<file path="src/rtl/disk_status_pkg.sv">
package disk_status_pkg;
  localparam int OFFSET_A = 0;
  localparam int OFFSET_B = 1;
  localparam int DATA_W   = 8;

  typedef struct packed {
    logic clrSoft;
    logic stepSet;
    logic stepClr;
    logic rdFlip;
    logic wrFlip;
    logic selA;
    logic selB;
  } strobe_t;
endpackage

</file>
<file path="src/rtl/disk_status_ctrl.sv">
module disk_status_ctrl
  import disk_status_pkg::*;
#(
  parameter int ADDR_W      = 3,
  parameter int SYNC_STAGES = 2
) (
  input  logic              clk,
  input  logic              hwRstN,
  input  logic              swReset,
  input  logic              ps2Mode,
  input  logic              hostRd,
  input  logic [ADDR_W-1:0] hostAddr,
  input  logic              dirRead,
  input  logic              stepOut,
  input  logic              rdStrobe,
  input  logic              wrStrobe,
  output strobe_t           strb,
  output logic              busOe
);
  localparam int CHAIN = SYNC_STAGES + 1;

  logic [CHAIN-1:0] rdChain;
  logic [CHAIN-1:0] wrChain;
  logic             stepPrev;
  logic             hitA;
  logic             hitB;

  // synchronizer stages plus one history stage for edge detection
  generate
    for (genvar g = 0; g < CHAIN; g++) begin : gSync
      if (g == 0) begin : gFirst
        always_ff @(posedge clk or negedge hwRstN) begin
          if (!hwRstN) begin
            rdChain[0] <= 1'b0;
            wrChain[0] <= 1'b0;
          end else begin
            rdChain[0] <= rdStrobe;
            wrChain[0] <= wrStrobe;
          end
        end
      end else begin : gRest
        always_ff @(posedge clk or negedge hwRstN) begin
          if (!hwRstN) begin
            rdChain[g] <= 1'b0;
            wrChain[g] <= 1'b0;
          end else begin
            rdChain[g] <= rdChain[g-1];
            wrChain[g] <= wrChain[g-1];
          end
        end
      end
    end
  endgenerate

  // step is a synchronous output of the controller; history kept through reset
  always_ff @(posedge clk) begin
    stepPrev <= stepOut;
  end

  assign hitA = (hostAddr == ADDR_W'(OFFSET_A));
  assign hitB = (hostAddr == ADDR_W'(OFFSET_B)) && ps2Mode;

  always_comb begin
    strb.clrSoft = swReset;
    strb.stepSet = stepOut && !stepPrev;
    strb.stepClr = dirRead;
    strb.rdFlip  = !rdChain[CHAIN-2] && rdChain[CHAIN-1];
    strb.wrFlip  = !wrChain[CHAIN-2] && wrChain[CHAIN-1];
    strb.selA    = hostRd && hitA;
    strb.selB    = hostRd && hitB;
  end

  assign busOe = strb.selA || strb.selB;
endmodule

</file>
<file path="src/rtl/disk_status_dpath.sv">
module disk_status_dpath
  import disk_status_pkg::*;
(
  input  logic              clk,
  input  logic              hwRstN,
  input  strobe_t           strb,
  input  logic              trackZero,
  input  logic              dmaReq,
  input  logic              irqPending,
  input  logic [1:0]        motorEn,
  input  logic              writeGate,
  input  logic              driveSel0,
  output logic [DATA_W-1:0] statA,
  output logic [DATA_W-1:0] statB,
  output logic [DATA_W-1:0] busData
);
  logic       trkQ, dmaQ, irqQ, drvQ, wgQ;
  logic [1:0] motorQ;
  logic       stepLatch, tglRd, tglWr;

  // hardware-reset-only domain
  always_ff @(posedge clk or negedge hwRstN) begin
    if (!hwRstN) begin
      trkQ   <= 1'b0;
      dmaQ   <= 1'b0;
      irqQ   <= 1'b0;
      motorQ <= 2'b00;
      drvQ   <= 1'b0;
    end else begin
      trkQ   <= trackZero;
      dmaQ   <= dmaReq;
      irqQ   <= irqPending;
      motorQ <= motorEn;
      drvQ   <= driveSel0;
    end
  end

  // domain also cleared by the software reset
  always_ff @(posedge clk or negedge hwRstN) begin
    if (!hwRstN) begin
      stepLatch <= 1'b0;
      tglRd     <= 1'b0;
      tglWr     <= 1'b0;
      wgQ       <= 1'b0;
    end else if (strb.clrSoft) begin
      stepLatch <= 1'b0;
      tglRd     <= 1'b0;
      tglWr     <= 1'b0;
      wgQ       <= 1'b0;
    end else begin
      wgQ   <= writeGate;
      tglRd <= tglRd ^ strb.rdFlip;
      tglWr <= tglWr ^ strb.wrFlip;
      if (strb.stepSet)      stepLatch <= 1'b1;
      else if (strb.stepClr) stepLatch <= 1'b0;
    end
  end

  assign statA = {irqQ, dmaQ, stepLatch, trkQ, 4'b0000};
  assign statB = {2'b11, drvQ, tglWr, tglRd, wgQ, motorQ};

  always_comb begin
    if (strb.selA)      busData = statA;
    else if (strb.selB) busData = statB;
    else                busData = '0;
  end
endmodule

</file>
<file path="src/rtl/disk_status_regs.sv">
module disk_status_regs
  import disk_status_pkg::*;
#(
  parameter int ADDR_W      = 3,
  parameter int SYNC_STAGES = 2
) (
  input  logic              clk,
  input  logic              hwRstN,
  input  logic              swReset,
  input  logic              ps2Mode,
  input  logic              hostRd,
  input  logic [ADDR_W-1:0] hostAddr,
  input  logic              dirRead,
  input  logic              trackZero,
  input  logic              stepOut,
  input  logic              dmaReq,
  input  logic              irqPending,
  input  logic [1:0]        motorEn,
  input  logic              writeGate,
  input  logic              driveSel0,
  input  logic              rdStrobe,
  input  logic              wrStrobe,
  output logic [7:0]        busData,
  output logic              busOe
);
  strobe_t           strb;
  logic [DATA_W-1:0] statA;
  logic [DATA_W-1:0] statB;

  disk_status_ctrl #(.ADDR_W(ADDR_W), .SYNC_STAGES(SYNC_STAGES)) uCtrl (
    .clk(clk), .hwRstN(hwRstN), .swReset(swReset), .ps2Mode(ps2Mode),
    .hostRd(hostRd), .hostAddr(hostAddr), .dirRead(dirRead), .stepOut(stepOut),
    .rdStrobe(rdStrobe), .wrStrobe(wrStrobe), .strb(strb), .busOe(busOe)
  );

  disk_status_dpath uDpath (
    .clk(clk), .hwRstN(hwRstN), .strb(strb), .trackZero(trackZero),
    .dmaReq(dmaReq), .irqPending(irqPending), .motorEn(motorEn),
    .writeGate(writeGate), .driveSel0(driveSel0), .statA(statA),
    .statB(statB), .busData(busData)
  );
endmodule

</file>
<file path="config.mk">
export PLATFORM = sky130hd
export DESIGN_NAME = disk_status_regs
export DESIGN_NICKNAME = d
export VERILOG_FILES = /design/src/rtl/disk_status_pkg.sv /design/src/rtl/disk_status_ctrl.sv /design/src/rtl/disk_status_dpath.sv /design/src/rtl/disk_status_regs.sv
export SDC_FILE = /design/constraint.sdc
export NUM_CORES = 1
export LEC_CHECK = 0
export BUFFER_PORTS_ARGS = -buffer_cell sky130_fd_sc_hd__buf_2
export CAP_MARGIN = 20
export CORE_AREA = 2 2 42 44
export DETAILED_ROUTE_END_ITERATION = 8
export DIE_AREA = 0 0 44 46
export GPL_ROUTABILITY_DRIVEN = 0
export PLACE_DENSITY = 0.8
export SYNTH_ARGS = -nofsm -noshare
export SYNTH_HDL_FRONTEND = slang
export SYNTH_HIERARCHICAL = 1
export SYNTH_SLANG_ARGS = --single-unit
</file>
<file path="constraint.sdc">
create_clock -name clk -period 2.21 [get_ports clk]
set_input_delay 0 -clock clk [delete_from_list [all_inputs] [get_ports clk]]
set_output_delay 0 -clock clk [all_outputs]
set_load 0.02 [all_outputs]
</file>
==> impl_metrics.tcl, run 1 <==
set metrics [dict create \
    fillCellCount 140 \
    clk_pin_slew_ns 0.09 \
    cpMaxStageDelayCell "or3b_4" \
    fin_ws_ns 0.866 \
    viasPerCell 4.36 \
    pwr-share-clk 0.282 \
    tightest_slew_ns 0.438 \
    clockBufferDepth 2 \
    period_needed_ns 1.34 \
    fin_util 0.569 \
    dp.cells 89 \
    timing.max_cap.violations 0 \
    antenna_found_initial 0 \
    path_max_fanout 7 \
    peakVddDrop_v 0.000433 \
    gr-total-overflow 0 \
    combPwrFrac 0.117 \
    clkLatencyLatePin_ns 0.28 \
    postSynthAreaPerCell_um2 13.2 \
    routed_wl_mm 1.17 \
    slowest_delay_ns 0.41 \
    route.detailed.drc 0 \
    wl_per_cell_um 11.0 \
    grt_pass1_wl_mm 1.96 \
    fin_crit_sh 0.608 \
    root_buffer "clkbuf_4" \
    endpoint_kind "output port" \
    crit_arrival_ns 1.34 \
    setup_viol 0 \
    tritoncts "yes" \
    syn_area_um2 621 \
    critPathKind "primary input to output port" \
    num_antenna_cells 0 \
    start_util 0.384 \
    core_um2 1610 \
    fmax_mhz 744 \
    path_cells "buf_2 -> or3b_4 -> nor2_1 -> nor2b_4 -> a22o_1 -> buf_2" \
    seqPwrFrac 0.601 \
    die_y_um 46 \
    multiInputGateArea_um2 178 \
    critPathBufInv 2 \
    ios 28 \
    synth_nets 66 \
    first_pass_iters 3 \
    power.switching_uw 119 \
    drive_gt1_frac 0.449 \
    finalHoldViolCount 0 \
    finClkSkew_ns 0.000280 \
    place_area_um2 762 \
    grt_max_degree 17 \
    chipWidth_um 44 \
    antenna_left 0 \
    status "finished clean" \
    start_kind "primary input" \
    post_cts.repair.setup_buffers 0 \
    finalNonFillerCells 106 \
    switching_share 0.215 \
    p_total_uw 555 \
    holdWs_ns 0.140 \
    grt_pass1_vias 466 \
    crit_top_cell "buf_2" \
    crit_family "simple AND/OR/NAND/NOR gates" \
    max_slew_margin 0.707 \
    leakagePower_nw 0.468 \
    final.setup.tns_ns 0 \
    num_vias 462 \
    drt_iter0_drc 3 \
    yosys_warnings 6 \
    die_area_um2 2020 \
    intPower_uw 436 \
    cts.sinks 17 \
    nNetsFinal 109 \
    core.rowCount 15 \
    finalInstanceArea_um2 918 \
    rsz0062_at_grt "false" \
    port_buffers 27 \
    regArea_um2 420 \
    hp-class "primary input to async pin" \
    htreeDepth 1 \
    syn2layout_area_growth_pct 48.0 \
    track_usage 0.140 \
    cts_buffers 3 \
    syn_inst 47 \
    power-per-cell-area_nw_per_um2 605 \
    slew_violations 0 \
    dp_worst_setup_slack_ns 0.887 \
    crit_required_ns 2.21 \
]
power by group through the flow:
stage          Clock [mW]  Combinational (mW)  Sequential (mW)
2_1_floorplan           0              0.0240            0.338
3_3_place_gp            0              0.0460            0.340
3_5_place_dp            0              0.0479            0.341
4_1_cts             0.164              0.0657            0.334
5_1_grt             0.179              0.0730            0.336
6_report            0.157              0.0648            0.334
worst paths after layout:
kind                                  start                to  slack [ns]  cells past startpoint
max                             hostAddr[1]        busData[5]        0.87                      6
min                                  hwRstN      uDpath/tglRd        0.14                      2
max reg2reg                uCtrl/wrChain[1]      uDpath/tglWr        1.40                      3
min reg2reg                uCtrl/wrChain[0]  uCtrl/wrChain[1]        0.35                      0
max in group asynchronous            hwRstN  uCtrl/wrChain[0]        1.82                      2
min in group clk                hostAddr[0]             busOe        0.30                      3
cell usage in the layout, fill, tap and decap left out:
| cell | instances |
|---|---|
| buf_2 | 27 |
| dfrtp_1 | 16 |
| dlygate4sd3_1 | 13 |
| nor2b_1 | 4 |
| and2_2 | 4 |
| clkbuf_4 | 3 |
| nor2_1 | 3 |
| nand2_1 | 3 |
| inv_1 | 2 |
| xnor2_1 | 2 |
| a21o_2 | 2 |
| clkbuf_1 | 1 |
| or3b_4 | 1 |
| nor2_2 | 1 |
| a21oi_2 | 1 |
| dfxtp_1 | 1 |
| nor2b_4 | 1 |
| a22o_1 | 1 |
| o21ai_0 | 1 |
| nand2b_1 | 1 |
| a21oi_1 | 1 |
flip-flops by register name (all words and copies together) (netlist names):
register / flops
uDpath/tglWr: 1
uDpath/irqQ: 1
uDpath/motorQ: 2
uCtrl/rdChain: 3
uDpath/trkQ: 1
uDpath/dmaQ: 1
uCtrl/stepPrev: 1
uCtrl/wrChain: 3
uDpath/wgQ: 1
uDpath/tglRd: 1
uDpath/drvQ: 1
uDpath/stepLatch: 1
final cells by class:
class,instances,share of cell area
multi-input combinational,26,0.193
timing repair buffer,40,0.289
inverter,2,0.00817
sequential,17,0.458
tap,17,0.0232
clock buffer,4,0.0286
worst register-to-register path: stages (launching register included):
cell and delay (ns):
dfrtp_1 0.39, nor2b_1 0.14, xnor2_1 0.13, nor2_1 0.05
repair_timing:
item,in CTS,in global routing
setup endpoints to repair,0,0
gates resized for setup,0,0
hold endpoints to repair,29,0
hold buffers,13,0
per-layer routing:
| metal | vias to the layer above | wire [um] | global-route usage |
|---|---|---|---|
| met5 | - | 0 | 0 |
| met4 | 0 | 0 | 0.0727 |
| met3 | 0 | 111 | 0.0357 |
| met2 | 23 | 540 | 0.244 |
| met1 | 209 | 515 | 0.159 |
| li1 | 230 | - | - |
Note: power is estimated with default switching activity, not from simulation.
==> inputs of run 2 (changes only) <==
CORE_AREA = 2 2 43 45   (was 2 2 42 44)
DIE_AREA = 0 0 45 47   (was 0 0 44 46)
PLACE_DENSITY = 0.77   (was 0.8)
clock period = 1.3 ns   (was 2.21 ns; I/O delays follow)
==> run 2 against run 1 <==
Against the previous run: hold slack got worse by 0.0034 ns; critical path depth did not move; final cell count rose by 0.94%; via count rose by 0.43%; critical endpoint unchanged; clock-buffer cell count did not move; register-to-register slack got worse by 0.90 ns; wire length fell by 6.5%; sequential power rose by 70%; power rose by 69%; clock skew rose by 0.0040 ns.
==> impl_metrics.tcl, run 2 (same netlist as run 1, synthesis figures left out) <==
set metrics [dict create \
    r2r-start "uCtrl/rdChain[1]" \
    final.setup.tns_ns 0 \
    first_pass_iters 2 \
    port_buffers 27 \
    rsz0062_at_grt "false" \
    crit_required_ns 1.30 \
    path_cells "buf_2 -> or3b_4 -> nor2_1 -> buf_4 -> a22o_1 -> buf_2" \
    wl_per_cell_um 10.2 \
    start_util 0.376 \
    crit_family "simple AND/OR/NAND/NOR gates" \
    finalHoldViolCount 0 \
    crit_arrival_ns 1.20 \
    cts_buffers 3 \
    finClkSkew_ns 0.00423 \
    fin_util 0.561 \
    r2r_slack_ns 0.50 \
    grt_pass1_wl_mm 1.69 \
    finalInstanceArea_um2 926 \
    routed_wl_mm 1.09 \
    cpMaxStageDelayCell "or3b_4" \
    clk_pin_slew_ns 0.09 \
    slowest_delay_ns 0.40 \
    leakagePower_nw 0.474 \
    core_um2 1650 \
    final_cell_mix "buf_2 (27), dfrtp_1 (16), dlygate4sd3_1 (13)" \
    max_slew_margin 0.778 \
    num_antenna_cells 0 \
    fin_crit_sh 0.920 \
    clkLatencyLatePin_ns 0.28 \
    setup_viol 0 \
    cts.sinks 17 \
    endpoint_kind "output port" \
    dp_worst_setup_slack_ns 0.102 \
    drive_gt1_frac 0.456 \
    root_buffer "clkbuf_4" \
    critPathKind "primary input to output port" \
    gr-total-overflow 0 \
    reg_top3 "uCtrl/rdChain (3), uCtrl/wrChain (3), uDpath/motorQ (2)" \
    path_max_fanout 5 \
    post_cts.repair.setup_buffers 0 \
    core.rowCount 15 \
    chipWidth_um 45 \
    crit_top_cell "buf_2" \
    drt_iter0_drc 1 \
    multiInputGateArea_um2 178 \
    syn2layout_area_growth_pct 49.2 \
    grt_max_degree 17 \
    power-per-cell-area_nw_per_um2 1020 \
    track_usage 0.117 \
    critPathBufInv 3 \
    die_area_um2 2120 \
    fillCellCount 148 \
    num_vias 464 \
    regToRegEndpoint "uDpath/tglRd" \
    dp_hpwl_um 778 \
    period_needed_ns 1.20 \
    peakVddDrop_v 0.000755 \
    postCtsHoldBufs 13 \
    reg2reg_depth 3 \
    fin_ws_ns 0.104 \
    die_y_um 47 \
    antenna_left 0 \
    grt_pass1_vias 440 \
    htreeDepth 1 \
    route.detailed.drc 0 \
    regArea_um2 420 \
    clockBufferDepth 2 \
    cts-resized-gates 0 \
    nNetsFinal 110 \
    tritoncts "yes" \
    status "finished clean" \
    place_area_um2 769 \
    hp-class "primary input to async pin" \
    start_kind "primary input" \
    slew_violations 0 \
    fmax_mhz 836 \
    antenna_found_initial 0 \
    final_common_cell "buf_2" \
    timing.max_cap.violations 0 \
    tightest_slew_ns 0.333 \
    ios 28 \
    viasPerCell 4.34 \
]
## run 2: changes by cell type in the layout (fill, tap and decap cells not counted)
cell | previous run | this run
buf_4 | 0 | 1
## run 2: layout make-up
type / count / area share
Clock buffer: 4 / 0.0284
Sequential cell: 17 / 0.454
Multi-Input combinational cell: 26 / 0.192
Timing Repair Buffer: 41 / 0.295
Tap cell: 17 / 0.0230
Inverter: 2 / 0.00811
## run 2: how the worst max path moves through the flow
stage | start | slack (ns) | to | cells after the start
floorplan | hostAddr[1] | 0.22 | busData[5] | 4
global route | hostAddr[1] | 0.02 | busData[5] | 6
detailed placement | hostAddr[1] | 0.10 | busData[5] | 6
finish | hostAddr[1] | 0.10 | busData[5] | 6
global placement | hostAddr[1] | 0.13 | busData[4] | 7
CTS | hostAddr[1] | 0.09 | busData[5] | 6
## run 2: through the flow
step           hold WS [ns]  instances  power (mW)
2_1_floorplan        -0.296         47       0.616
3_3_place_gp        -0.0826         90       0.657
3_5_place_dp        -0.0803         90       0.660
4_1_cts               0.138        107       0.956
5_1_grt               0.151        107       0.997
6_report              0.137        107       0.941
## run 2: power breakdown
group          internal (mW)  leakage [nW]  switching [mW]  total (mW)
registers              0.557         0.201          0.0108       0.567
clock network          0.119        0.0150           0.144       0.263
logic                 0.0664         0.258          0.0439       0.110
total                  0.742         0.474           0.199       0.941
## run 2: metal layers
metal / track usage / vias to the layer above / wire (um)
met1: 0.114 / 204 / 448
li1: - / 234 / -
met3: 0.0615 / 2 / 100
met4: 0.0529 / 0 / 6
met2: 0.206 / 24 / 535
met5: 0 / - / 0
